**src/rtl/edge_dma_pkg.sv**
```systemverilog
package edge_dma_pkg;

    typedef enum logic [1:0] {
        ST_IDLE  = 2'd0,
        ST_REQ   = 2'd1,
        ST_READ  = 2'd2,
        ST_WRITE = 2'd3
    } xfer_st_e;

    localparam logic [1:0] SEL_CTRL  = 2'd0;
    localparam logic [1:0] SEL_SRC   = 2'd1;
    localparam logic [1:0] SEL_DST   = 2'd2;
    localparam logic [1:0] SEL_COUNT = 2'd3;

endpackage

```
**src/rtl/edma_cfg_regs.sv**
```systemverilog
module edma_cfg_regs
    import edge_dma_pkg::*;
#(
    parameter int ADDR_W = 16,
    parameter int CNT_W  = 8,
    parameter int STEP   = 1
) (
    input  logic              clk,
    input  logic              rst_n,
    input  logic              cfg_we,
    input  logic [1:0]        cfg_sel,
    input  logic [ADDR_W-1:0] cfg_wdata,
    input  logic              xfer_done,
    output logic              chan_en,
    output logic              en_set,
    output logic [ADDR_W-1:0] src_addr,
    output logic [ADDR_W-1:0] dst_addr
);

    localparam logic [ADDR_W-1:0] STEP_A = ADDR_W'(STEP);
    localparam logic [CNT_W-1:0]  ONE_C  = CNT_W'(1);

    typedef struct packed {
        logic              en;
        logic [ADDR_W-1:0] src;
        logic [ADDR_W-1:0] dst;
        logic [CNT_W-1:0]  cnt;
    } cfg_t;

    cfg_t cfg_d, cfg_q;
    logic en_set_d;

    always_comb begin
        cfg_d    = cfg_q;
        en_set_d = 1'b0;
        // completed transfer: step both pointers, count down, stop at zero
        if (xfer_done) begin
            cfg_d.src = cfg_q.src + STEP_A;
            cfg_d.dst = cfg_q.dst + STEP_A;
            cfg_d.cnt = cfg_q.cnt - ONE_C;
            if (cfg_q.cnt == ONE_C) begin
                cfg_d.en = 1'b0;
            end
        end
        // software writes take precedence over the automatic update
        if (cfg_we) begin
            case (cfg_sel)
                SEL_CTRL: begin
                    if (cfg_wdata[0]) begin
                        if (cfg_q.cnt != '0) begin
                            cfg_d.en = 1'b1;
                            en_set_d = 1'b1;
                        end
                    end else begin
                        cfg_d.en = 1'b0;
                    end
                end
                SEL_SRC:   cfg_d.src = cfg_wdata;
                SEL_DST:   cfg_d.dst = cfg_wdata;
                default:   cfg_d.cnt = cfg_wdata[CNT_W-1:0];
            endcase
        end
    end

    always_ff @(posedge clk or negedge rst_n) begin
        if (!rst_n) begin
            cfg_q <= '0;
        end else begin
            cfg_q <= cfg_d;
        end
    end

    assign chan_en  = cfg_q.en;
    assign en_set   = en_set_d;
    assign src_addr = cfg_q.src;
    assign dst_addr = cfg_q.dst;

endmodule

```
**src/rtl/edma_req_sampler.sv**
```systemverilog
module edma_req_sampler
    import edge_dma_pkg::*;
(
    input  logic     clk,
    input  logic     rst_n,
    input  logic     chan_en,
    input  logic     en_set,
    input  logic     req_n,
    input  xfer_st_e xfer_st,
    output logic     req_latch
);

    typedef struct packed {
        logic armed;
        logic hi_seen;
    } smp_t;

    smp_t smp_d, smp_q;
    logic latch_c;

    // a low sample is taken only when enabled, idle and acceptance is open
    assign latch_c = chan_en && smp_q.armed && (xfer_st == ST_IDLE) && !req_n;

    always_comb begin
        smp_d = smp_q;
        case (xfer_st)
            ST_IDLE: begin
                if (!smp_q.armed && req_n) begin
                    smp_d.armed = 1'b1;
                end
                if (latch_c) begin
                    smp_d.armed   = 1'b0;
                    smp_d.hi_seen = 1'b0;
                end
            end
            ST_REQ, ST_READ: begin
                if (req_n) begin
                    smp_d.hi_seen = 1'b1;
                end
            end
            default: begin
                // end of write: re-open only if a high level was observed
                smp_d.armed   = smp_q.hi_seen | req_n;
                smp_d.hi_seen = 1'b0;
            end
        endcase
        if (en_set) begin
            smp_d.armed   = 1'b1;
            smp_d.hi_seen = 1'b0;
        end
    end

    always_ff @(posedge clk or negedge rst_n) begin
        if (!rst_n) begin
            smp_q <= '0;
        end else begin
            smp_q <= smp_d;
        end
    end

    assign req_latch = latch_c;

endmodule

```
**src/rtl/edma_xfer_fsm.sv**
```systemverilog
module edma_xfer_fsm
    import edge_dma_pkg::*;
#(
    parameter int ADDR_W = 16,
    parameter int DATA_W = 16
) (
    input  logic              clk,
    input  logic              rst_n,
    input  logic              chan_en,
    input  logic              req_latch,
    input  logic              bus_gnt,
    input  logic [ADDR_W-1:0] src_addr,
    input  logic [ADDR_W-1:0] dst_addr,
    input  logic [DATA_W-1:0] mem_rdata,
    output xfer_st_e          xfer_st,
    output logic              xfer_done,
    output logic              bus_req,
    output logic              mem_rd,
    output logic              mem_wr,
    output logic [ADDR_W-1:0] mem_addr,
    output logic [DATA_W-1:0] mem_wdata
);

    typedef struct packed {
        xfer_st_e          st;
        logic [DATA_W-1:0] data;
    } fsm_t;

    fsm_t fsm_d, fsm_q;

    always_comb begin
        fsm_d = fsm_q;
        case (fsm_q.st)
            ST_IDLE: begin
                if (req_latch) begin
                    fsm_d.st = ST_REQ;
                end
            end
            ST_REQ: begin
                if (!chan_en) begin
                    fsm_d.st = ST_IDLE;
                end else if (bus_gnt) begin
                    fsm_d.st = ST_READ;
                end
            end
            ST_READ: begin
                fsm_d.data = mem_rdata;
                fsm_d.st   = ST_WRITE;
            end
            default: begin
                fsm_d.st = ST_IDLE;
            end
        endcase
    end

    always_ff @(posedge clk or negedge rst_n) begin
        if (!rst_n) begin
            fsm_q <= '{st: ST_IDLE, data: '0};
        end else begin
            fsm_q <= fsm_d;
        end
    end

    assign xfer_st   = fsm_q.st;
    assign xfer_done = (fsm_q.st == ST_WRITE);
    assign bus_req   = (fsm_q.st != ST_IDLE);
    assign mem_rd    = (fsm_q.st == ST_READ);
    assign mem_wr    = (fsm_q.st == ST_WRITE);
    assign mem_wdata = fsm_q.data;

    always_comb begin
        case (fsm_q.st)
            ST_READ:  mem_addr = src_addr;
            ST_WRITE: mem_addr = dst_addr;
            default:  mem_addr = '0;
        endcase
    end

endmodule

```
**src/rtl/edge_dma_channel.sv**
```systemverilog
module edge_dma_channel
    import edge_dma_pkg::*;
#(
    parameter int ADDR_W = 16,
    parameter int DATA_W = 16,
    parameter int CNT_W  = 8,
    parameter int STEP   = 1
) (
    input  logic              clk,
    input  logic              rst_n,
    input  logic              cfg_we,
    input  logic [1:0]        cfg_sel,
    input  logic [ADDR_W-1:0] cfg_wdata,
    input  logic              req_n,
    output logic              bus_req,
    input  logic              bus_gnt,
    output logic              mem_rd,
    output logic              mem_wr,
    output logic [ADDR_W-1:0] mem_addr,
    output logic [DATA_W-1:0] mem_wdata,
    input  logic [DATA_W-1:0] mem_rdata
);

    logic              chan_en;
    logic              en_set;
    logic              req_latch;
    logic              xfer_done;
    logic [ADDR_W-1:0] src_addr;
    logic [ADDR_W-1:0] dst_addr;
    xfer_st_e          xfer_st;

    edma_cfg_regs #(
        .ADDR_W (ADDR_W),
        .CNT_W  (CNT_W),
        .STEP   (STEP)
    ) cfg_i (
        .clk       (clk),
        .rst_n     (rst_n),
        .cfg_we    (cfg_we),
        .cfg_sel   (cfg_sel),
        .cfg_wdata (cfg_wdata),
        .xfer_done (xfer_done),
        .chan_en   (chan_en),
        .en_set    (en_set),
        .src_addr  (src_addr),
        .dst_addr  (dst_addr)
    );

    edma_req_sampler smp_i (
        .clk       (clk),
        .rst_n     (rst_n),
        .chan_en   (chan_en),
        .en_set    (en_set),
        .req_n     (req_n),
        .xfer_st   (xfer_st),
        .req_latch (req_latch)
    );

    edma_xfer_fsm #(
        .ADDR_W (ADDR_W),
        .DATA_W (DATA_W)
    ) fsm_i (
        .clk       (clk),
        .rst_n     (rst_n),
        .chan_en   (chan_en),
        .req_latch (req_latch),
        .bus_gnt   (bus_gnt),
        .src_addr  (src_addr),
        .dst_addr  (dst_addr),
        .mem_rdata (mem_rdata),
        .xfer_st   (xfer_st),
        .xfer_done (xfer_done),
        .bus_req   (bus_req),
        .mem_rd    (mem_rd),
        .mem_wr    (mem_wr),
        .mem_addr  (mem_addr),
        .mem_wdata (mem_wdata)
    );

endmodule

```
**config.mk**
```make
export PLATFORM = sky130hd
export DESIGN_NAME = edge_dma_channel
export DESIGN_NICKNAME = d
export VERILOG_FILES = /design/src/rtl/edge_dma_pkg.sv /design/src/rtl/edma_cfg_regs.sv /design/src/rtl/edma_req_sampler.sv /design/src/rtl/edma_xfer_fsm.sv /design/src/rtl/edge_dma_channel.sv
export SDC_FILE = /design/constraint.sdc
export NUM_CORES = 1
export LEC_CHECK = 0
export ABC_AREA = 1
export CAP_MARGIN = 20
export CORE_MARGIN = 5
export CORE_UTILIZATION = 30
export CTS_CLUSTER_SIZE = 16
export DETAILED_ROUTE_END_ITERATION = 7
export DONT_BUFFER_PORTS = 1
export GPL_TIMING_DRIVEN = 1
export SYNTH_ARGS = -nofsm -noshare
export SYNTH_HDL_FRONTEND = slang
export SYNTH_SLANG_ARGS = --single-unit
```
**constraint.sdc**
```tcl
create_clock -name clk -period 1.96 [get_ports clk]
set_input_delay 0.294 -clock clk [delete_from_list [all_inputs] [get_ports clk]]
set_output_delay 0.294 -clock clk [all_outputs]
set_load 0.02 [all_outputs]
```
==> flow_metrics.py, run 1 <==
metrics = {
    "floorplanning": {
        "dieArea_um2": 14100,
        "num_io_pins": 74,
        "dieWidth_um": 119,
        "fp.dieH_um": 119,
        "initial_utilization": 0.309,
        "placement_rows": 39,
        "core-area_um2": 11500,
    },
    "min_path": {
        "min_path_type": "input port to flop",
    },
    "clock_tree": {
        "clock_tree.root_cell": "clkbuf_16",
        "cts_max_level": 3,
        "clk_latency_ns": 0.33,
        "cts_tree": "built",
        "buffer_depth_of_the_longest_clock_path": 2,
        "worst_setup_hold_path_clk_slew_ns": 0.05,
        "cts-buffers-inserted": 9,
        "clock_sinks": 61,
    },
    "sta": {
        "hold-worst-slack_ns": 0.0812,
        "setup_viol_count_final": 0,
        "tightest_slew_ns": 0.389,
        "remaining_max_slew_budget_at_the_tightest_pin": 0.740,
        "final.setup.worst_slack_ns": 0.0576,
        "finalHoldViolCount": 0,
        "grt_setup_unrepaired": "no",
        "fin_crit_sh": 0.971,
        "max_clock_freq_mhz": 526,
        "slew_violations": 0,
        "finalClockSkew_ns": 0.00399,
        "shortest_period_the_worst_path_allows_ns": 1.90,
    },
    "global_route": {
        "wire_length_of_the_first_global_routing_pass_mm": 16.6,
        "grt_usage": 0.148,
        "first_global_vias": 3097,
        "grt_max_degree": 62,
        "gr-total-overflow": 0,
        "antenna_found_initial": 0,
    },
    "pwr": {
        "switching_component_of_the_power_mw": 2.53,
        "leakagePower_nw": 2.06,
        "power_mw": 6.21,
        "seq_power_share": 0.374,
        "share_comb_of_total_power": 0.347,
        "powerDensity_nw_per_um2": 1460,
        "power_report.internal_total_mw": 3.69,
        "switching_share": 0.407,
        "ir_worst_vdd_v": 0.000647,
        "clock_power_share": 0.279,
    },
    "status": {
        "outcome": "complete, no violations",
    },
    "route": {
        "vias": 3225,
        "drt.antenna.violating_nets": 0,
        "route.detailed.vias_per_inst": 4.96,
        "detail_route.drc_violations": 0,
        "drt-total-wl_mm": 10.3,
        "drt_first_pass_iters": 4,
        "initialDrtViolationCount": 188,
        "avgRoutedWirePerCell_um": 15.8,
    },
    "final_layout": {
        "finalNetCount": 550,
        "areaGrowthSynthToFinish_pct": 20.1,
        "final_core_util": 0.370,
        "antenna_cells_inserted": 0,
        "drive_above_1_share": 0.148,
    },
    "synth": {
        "netlist-cell-type-count": 36,
        "netlist_area_um2": 3550,
        "multiplexer_share_of_the_synthesized_area": 0,
        "ff_latch_count_synth": 61,
        "ys.warnings.count": 0,
        "postSynthCellCount": 476,
        "yosys.area_share.xor_xnor": 0.0271,
        "synth_top_family_by_area": "simple AND/OR/NAND/NOR gates",
        "synth_area_in_compound_gates": 0.126,
        "yosys.area_share.adder": 0.0317,
        "synthesized_area_divided_by_synthesized_cell_count_um2": 7.47,
        "synth_fp_nets": 524,
        "ys_seq_area_frac": 0.430,
        "share_of_synthesized_cell_area_in_and_or_nand_and_nor_gates": 0.312,
    },
    "placement": {
        "place.port_buffers": 0,
        "pre_cts_slack_ns": 0.0382,
        "routabilityCongestion": 0.891,
        "detailedPlacementHpwl_mm": 7.74,
    },
    "setup_path": {
        "timing.critical_path.from_type": "flop",
        "worstSetupEndpointType": "output pin",
        "critical_path_required_ns": 1.67,
        "critical_path_class": "flop to output pin",
        "critical_path_fanouts_max": 9,
        "worstPathArrival_ns": 1.61,
    },
    "job": {
        "timing.max_cap.violations": 0,
    },
}
==> cell usage in the layout, fill, tap and decap left out, types with 3 or more instances in the layout <==
master / instances
o22ai_1: 8
inv_1: 50
a21oi_1: 14
nand2_4: 3
dfrtp_1: 60
a31oi_1: 7
inv_2: 3
nand4_1: 9
nand2_1: 142
nor2_4: 6
o21ai_0: 27
clkbuf_16: 9
nand2_2: 5
o211ai_1: 3
xor2_1: 9
nand3_1: 24
nor2_1: 42
buf_4: 25
ha_1: 7
nor2_2: 8
o21ai_1: 14
==> metal layers <==
layer  vias up  track usage  wire length (um)
met5         -            0                 0
met4         0       0.0442               109
met3        10       0.0507               839
met2       105        0.240              4870
met1      1522        0.187              4450
li1       1588            -                 -
==> layout make-up <==
type / count / area (um2)
clock buffers: 12 / 256
clock inverters: 4 / 70.1
fillers: 1192 / 7250
inverters: 55 / 209
multi-input cells: 347 / 1790
flip-flops and latches: 61 / 1530
well taps: 143 / 179
repair buffers: 28 / 236
==> critical path: stages, from the launching register on <==
cell and delay, ns:
dfrtp_1 0.45, ha_4 0.24, buf_4 0.14, nand2_2 0.08, o21ai_1 0.17, buf_4 0.19
==> final timing paths <==
path                            cells after the start             start  slack [ns]                 end
worst max-delay path                                5  fsm_i.xfer_st[1]        0.06         mem_addr[2]
min in group asynchronous                           2             rst_n        0.57   cfg_i.dst_addr[9]
worst min register to register                      2    smp_i.smp_q[0]        0.51      smp_i.smp_q[0]
max in group asynchronous                           2             rst_n        1.12    fsm_i.xfer_st[0]
worst min-delay path                                2      mem_rdata[0]        0.08  fsm_i.mem_wdata[0]
worst max register to register                      9  fsm_i.xfer_st[1]        0.31  cfg_i.src_addr[15]
==> power groups by stage <==
stage	Clock, mW	Combinational (mW)	Sequential (mW)
global route	1.83	2.42	2.39
CTS	1.79	2.12	2.32
finish	1.73	2.15	2.33
detailed placement	0	2.07	2.32
floorplan	0	1.48	2.20
global placement	0	1.99	2.31
==> Yosys cell counts <==
cell type	instances	area share
buf_2	4	0.0056
clkbuf_1	7	0.0074
or2_2	1	0.0018
nand3b_1	2	0.0042
o21a_1	1	0.0021
o21bai_1	1	0.0021
o21ai_0	30	0.042
nor3_2	2	0.0056
nor2_2	8	0.014
nand4_1	9	0.016
nand2_1	142	0.15
nand2_4	3	0.0095
buf_4	1	0.0021
o31ai_1	2	0.0042
o22ai_1	8	0.014
inv_2	3	0.0032
xnor2_1	2	0.0049
dfrtp_1	61	0.43
a31oi_1	7	0.012
nor2_4	6	0.019
a22o_1	1	0.0025
ha_1	9	0.032
inv_1	51	0.054
clkinv_1	1	0.0011
a22oi_1	1	0.0021
o21ai_1	11	0.015
a21oi_2	1	0.0025
o211ai_1	3	0.0063
or2_0	1	0.0018
nor2_1	42	0.044
nand2_2	5	0.0088
nor3_1	2	0.0028
a21oi_1	14	0.020
xor2_1	9	0.022
nand3_1	24	0.034
buf_1	1	0.0011
==> cell families after synthesis <==
family          after synthesis
compound gates               80
xor+xnor                     11
fa+ha+maj                     9
buf+inv                      68
flops                        61
simple gates                247
==> what timing repair did <==
action / 4_1_cts / 5_1_grt
setup endpoints to repair: 16 / 16
buffers inserted: 0 / 2
hold endpoints to repair: 61 / 0
pin swaps: 0 / 1
gates resized for setup: 3 / 9
hold buffers: 2 / 0
==> flip-flops by register name (all words and copies together) (netlist names) <==
name,flops
cfg_i.cfg_q,8
cfg_i.chan_en,1
cfg_i.dst_addr,16
cfg_i.src_addr,16
fsm_i.mem_wdata,16
fsm_i.xfer_st,2
smp_i.smp_q,2
==> stage by stage <==
step                      instances  cell area, um2  TNS (ns)
after floorplan                 476            3550         0
after global placement          630            3850         0
after detailed placement        630            3850         0
after CTS                       648            4230   -0.0262
after global routing            650            4270         0
final                           650            4270         0
(Power assumes the default switching activity.)
==> inputs of run 2 (changes only) <==
--- a/config.mk
+++ b/config.mk
@@ -9,10 +9,13 @@
 export CAP_MARGIN = 20
 export CORE_MARGIN = 5
 export CORE_UTILIZATION = 30
+export CTS_CLUSTER_DIAMETER = 150
 export CTS_CLUSTER_SIZE = 16
 export DETAILED_ROUTE_END_ITERATION = 7
 export DONT_BUFFER_PORTS = 1
 export GPL_TIMING_DRIVEN = 1
+export SKIP_CTS_REPAIR_TIMING = 1
+export SLEW_MARGIN = 20
 export SYNTH_ARGS = -nofsm -noshare
 export SYNTH_HDL_FRONTEND = slang
 export SYNTH_SLANG_ARGS = --single-unit
==> run 2 against run 1 <==
Register-to-register slack worse by 0.08 ns; cell area is 0.18% higher; combinational power hardly changed; count of clock-buffer cells in the layout stayed put; sequential cell count stayed put; final cell count is 0.15% higher; power is 0.33% higher; maximum frequency is 0.12% higher; first-iteration DRC count is 11% higher; utilization is 0.065 points higher; sequential share of layout area is 0.063 points lower; critical path depth stayed put.
==> flow_metrics.py, run 2 (synthesized netlist as in run 1, its figures left out) <==
metrics = {
    "clock_tree": {
        "clock_sinks": 61,
        "cts_tree": "built",
        "cts-buffers-inserted": 9,
        "worst_setup_hold_path_clk_slew_ns": 0.05,
        "cts_max_level": 3,
        "clock_tree.root_cell": "clkbuf_16",
        "buffer_depth_of_the_longest_clock_path": 2,
        "clk_latency_ns": 0.33,
    },
    "global_route": {
        "first_global_vias": 3081,
        "grt_usage": 0.146,
        "grt_max_degree": 62,
        "antenna_found_initial": 0,
        "gr-total-overflow": 0,
        "wire_length_of_the_first_global_routing_pass_mm": 16.4,
    },
    "sta": {
        "remaining_max_slew_budget_at_the_tightest_pin": 0.747,
        "grt_setup_unrepaired": "no",
        "setup_tns_ns": 0,
        "finalClockSkew_ns": 0.00464,
        "finalHoldViolCount": 0,
        "shortest_period_the_worst_path_allows_ns": 1.90,
        "max_clock_freq_mhz": 526,
        "fin_crit_sh": 0.969,
        "final.setup.worst_slack_ns": 0.0598,
        "setup_viol_count_final": 0,
        "tightest_slew_ns": 0.379,
        "slew_violations": 0,
    },
    "floorplanning": {
        "initial_utilization": 0.309,
        "placement_rows": 39,
        "fp.dieH_um": 119,
        "num_io_pins": 74,
        "core-area_um2": 11500,
        "dieWidth_um": 119,
        "dieArea_um2": 14100,
    },
    "final_layout": {
        "drive_above_1_share": 0.150,
        "nFillCells": 1184,
        "antenna_cells_inserted": 0,
        "multiInputGateArea_um2": 1790,
        "final_core_util": 0.371,
        "areaGrowthSynthToFinish_pct": 20.3,
        "top_library_cells_by_usage_in_the_layout_fill_and_taps_aside": "nand2_1, dfrtp_1, inv_1",
        "finalNetCount": 551,
        "register_area_um2": 1530,
        "post-route-cell-area_um2": 4270,
        "final_common_cell": "nand2_1",
    },
    "setup_path": {
        "worstSetupEndpointType": "output pin",
        "critical_path_class": "flop to output pin",
        "critical_path_required_ns": 1.67,
        "timing.critical_path.from_type": "flop",
        "critical_path_fanouts_max": 10,
        "worstPathArrival_ns": 1.61,
    },
    "job": {
        "timing.max_cap.violations": 0,
    },
    "route": {
        "detail_route.drc_violations": 0,
        "route.detailed.vias_per_inst": 4.94,
        "vias": 3213,
        "drt_first_pass_iters": 5,
        "drt.antenna.violating_nets": 0,
        "avgRoutedWirePerCell_um": 15.7,
        "drt-total-wl_mm": 10.2,
        "initialDrtViolationCount": 208,
    },
    "status": {
        "outcome": "complete, no violations",
    },
    "placement": {
        "detailedPlacementHpwl_mm": 7.74,
        "placed_area_um2": 3850,
        "pre_cts_slack_ns": 0.0382,
        "place.port_buffers": 0,
        "routabilityCongestion": 0.891,
    },
    "min_path": {
        "min_path_type": "input port to flop",
    },
    "pwr": {
        "leakagePower_nw": 2.07,
        "ir_worst_vdd_v": 0.000647,
        "powerDensity_nw_per_um2": 1460,
    },
}
## run 2: changes by cell type in the layout (fill, tap and decap cells not counted), sizes merged
| cell | delta |
|---|---|
| buf | +1 |
## run 2: final timing paths
kind | startpoint | slack, ns | cells past startpoint | endpoint
setup / recovery | fsm_i.xfer_st[1] | 0.06 | 5 | mem_addr[2]
hold / removal | mem_rdata[0] | 0.08 | 2 | fsm_i.mem_wdata[0]
setup reg to reg | fsm_i.xfer_st[1] | 0.23 | 10 | cfg_i.src_addr[15]
hold reg to reg | smp_i.smp_q[0] | 0.52 | 2 | smp_i.smp_q[0]
max in group asynchronous | rst_n | 1.17 | 2 | fsm_i.xfer_st[0]
min in group asynchronous | rst_n | 0.49 | 2 | cfg_i.src_addr[14]
## run 2: report_power, final
part	total (mW)	leakage, nW	internal (mW)	switching (mW)
registers	2.33	0.723	1.69	0.630
logic	2.17	1.18	0.822	1.35
clock network	1.74	0.163	1.18	0.563
## run 2: per-layer routing
layer / wire (um) / share of wire / global-route usage
met5: 0 / 0 / 0
met4: 110 / 0.011 / 0.0420
met3: 793 / 0.077 / 0.0507
met2: 4960 / 0.48 / 0.239
met1: 4380 / 0.43 / 0.182
## run 2: final cells by class
class                   instances  share of cell area
inverters                      55              0.0489
repair buffers                 29              0.0571
well taps                     143              0.0419
clock buffers                  12              0.0600
flip-flops and latches         61               0.357
multi-input cells             347               0.418
clock inverters                 4              0.0164
## run 2: worst max-delay path, stage by stage (launching register included)
cell	delay [ns]
dfrtp_1	0.45
ha_4	0.25
buf_4	0.15
nand2_2	0.08
o21ai_1	0.16
buf_4	0.19
## run 2: metrics by stage
step | hold slack, ns | power (mW) | cells
6_report | 0.0798 | 6.23 | 651
5_1_grt | 0.0724 | 6.65 | 651
4_1_cts | -0.356 | 6.17 | 646
3_5_place_dp | 0.000524 | 4.39 | 630
3_3_place_gp | 0.000604 | 4.31 | 630
2_1_floorplan | -0.00159 | 3.67 | 476
==> inputs of run 3 (changes only) <==
--- a/config.mk
+++ b/config.mk
@@ -14,6 +14,7 @@
 export DETAILED_ROUTE_END_ITERATION = 7
 export DONT_BUFFER_PORTS = 1
 export GPL_TIMING_DRIVEN = 1
+export REMOVE_ABC_BUFFERS = 1
 export SKIP_CTS_REPAIR_TIMING = 1
 export SLEW_MARGIN = 20
 export SYNTH_ARGS = -nofsm -noshare
==> run 3 against run 2 <==
Non-clock buffer count up 1; worst setup slack worse by 0.0048 ns; sequential share of layout area up 0.37 points; global-route usage down 0.32 points; first-iteration DRC count up 24%; final cell count down 0.15%; maximum frequency down 0.25%; utilization down 0.35 points; combinational power up 2%; sequential cell count unchanged; power down 5.6%; count of clock-buffer cells in the layout down 1; critical endpoint is now mem_addr[1]; highest routed layer unchanged.
==> flow_metrics.py, run 3 (synthesized netlist as in run 1, its figures left out) <==
metrics = {
    "global_route": {
        "grt_max_degree": 62,
        "grt_usage": 0.143,
        "gr-total-overflow": 0,
        "wire_length_of_the_first_global_routing_pass_mm": 16.1,
        "antenna_found_initial": 0,
        "first_global_vias": 3179,
    },
    "placement": {
        "routabilityCongestion": 0.838,
        "detailedPlacementHpwl_mm": 7.41,
        "place.port_buffers": 0,
        "pre_cts_slack_ns": 0.0974,
        "dp.cells": 630,
    },
    "floorplanning": {
        "dieArea_um2": 14100,
        "core-area_um2": 11500,
        "num_io_pins": 74,
        "fp.dieH_um": 119,
        "initial_utilization": 0.309,
        "placement_rows": 39,
        "dieWidth_um": 119,
    },
    "sta": {
        "final.setup.worst_slack_ns": 0.0550,
        "max_clock_freq_mhz": 525,
        "tightest_slew_ns": 0.384,
        "setup_viol_count_final": 0,
        "finalHoldViolCount": 0,
        "fin_crit_sh": 0.972,
        "remaining_max_slew_budget_at_the_tightest_pin": 0.744,
        "finalClockSkew_ns": 0.00726,
        "slew_violations": 0,
        "shortest_period_the_worst_path_allows_ns": 1.90,
        "hold-worst-slack_ns": 0.0847,
    },
    "final_layout": {
        "top_library_cells_by_usage_in_the_layout_fill_and_taps_aside": "nand2_1, dfrtp_1, inv_1",
        "antenna_cells_inserted": 0,
        "final_common_cell": "nand2_1",
        "final_core_util": 0.368,
        "areaGrowthSynthToFinish_pct": 19.2,
        "finalNetCount": 552,
        "drive_above_1_share": 0.152,
        "layoutNonFillerInstCount": 650,
    },
    "setup_path": {
        "critical_path_required_ns": 1.67,
        "worstPathArrival_ns": 1.61,
        "timing.critical_path.from_type": "flop",
        "critical_path_class": "flop to output pin",
        "critical_path_fanouts_max": 18,
        "worstSetupEndpointType": "output pin",
    },
    "route": {
        "vias": 3185,
        "detail_route.drc_violations": 0,
        "initialDrtViolationCount": 257,
        "drt-total-wl_mm": 9.72,
        "drt_first_pass_iters": 5,
        "avgRoutedWirePerCell_um": 14.9,
        "route.detailed.vias_per_inst": 4.90,
        "drt.antenna.violating_nets": 0,
    },
    "min_path": {
        "min_path_type": "input port to flop",
    },
    "status": {
        "outcome": "complete, no violations",
    },
    "job": {
        "timing.max_cap.violations": 0,
    },
    "clock_tree": {
        "clock_tree.root_cell": "clkbuf_16",
        "cts_tree": "built",
        "clock_sinks": 61,
        "cts_max_level": 3,
        "buffer_depth_of_the_longest_clock_path": 2,
        "worst_setup_hold_path_clk_slew_ns": 0.05,
        "cts-buffers-inserted": 9,
        "clk_latency_ns": 0.33,
    },
    "pwr": {
        "leakagePower_nw": 2.04,
        "ir_worst_vdd_v": 0.000569,
        "powerDensity_nw_per_um2": 1390,
    },
}
-- run 3: cell count changes in the layout (fill, tap and decap cells not counted), sizes merged --
cell	change
bufinv	-2
clkinv	+1
buf	+1
clkbuf	-1
-- run 3: per-layer routing --
| metal | routed length [um] | vias to the layer above | global-route usage |
|---|---|---|---|
| met1 | 4380 | 1490 | 0.183 |
| li1 | - | 1588 | - |
| met4 | 147 | 0 | 0.0456 |
| met2 | 4490 | 93 | 0.227 |
| met3 | 703 | 14 | 0.0498 |
| met5 | 0 | - | 0 |
-- run 3: power breakdown --
part           internal [mW]  leakage, nW  switching [mW]
Combinational          0.877         1.19            1.34
Sequential              1.70        0.722           0.607
Clock                  0.833        0.125           0.530
Total                   3.41         2.04            2.48
-- run 3: worst paths after layout --
kind                                       start             endpoint  slack, ns  depth (start not counted)
worst max-delay path            fsm_i.xfer_st[0]          mem_addr[1]       0.06                          6
worst max register to register  fsm_i.xfer_st[1]       cfg_i.cfg_q[6]       0.29                         10
worst min-delay path               mem_rdata[12]  fsm_i.mem_wdata[12]       0.08                          2
worst min register to register    smp_i.smp_q[0]       smp_i.smp_q[0]       0.50                          2
min in group asynchronous                  rst_n  fsm_i.mem_wdata[12]       0.50                          2
max in group asynchronous                  rst_n     fsm_i.xfer_st[1]       1.14                          2
-- run 3: area by class of cell --
cell class	instances	area, um2
Inverter	55	209
Multi-Input combinational cell	347	1800
Fill cell	1230	7280
Timing Repair Buffer	30	272
Tap cell	143	179
Clock buffer	11	233
Sequential cell	61	1530
Clock inverter	3	15.0
-- run 3: critical path: stages (launching register included) --
cell	delay (ns)
dfrtp_2	0.44
inv_2	0.09
ha_4	0.17
inv_4	0.08
buf_8	0.17
o22ai_2	0.19
buf_6	0.14
-- run 3: metrics by stage --
stage | setup TNS [ns] | instance area (um2) | total power [mW]
global route | -0.0407 | 4230 | 6.34
detailed placement | 0 | 3850 | 4.36
CTS | -2.92 | 4100 | 5.76
global placement | 0 | 3850 | 4.30
finish | 0 | 4230 | 5.88
floorplan | -3.35 | 3500 | 3.63
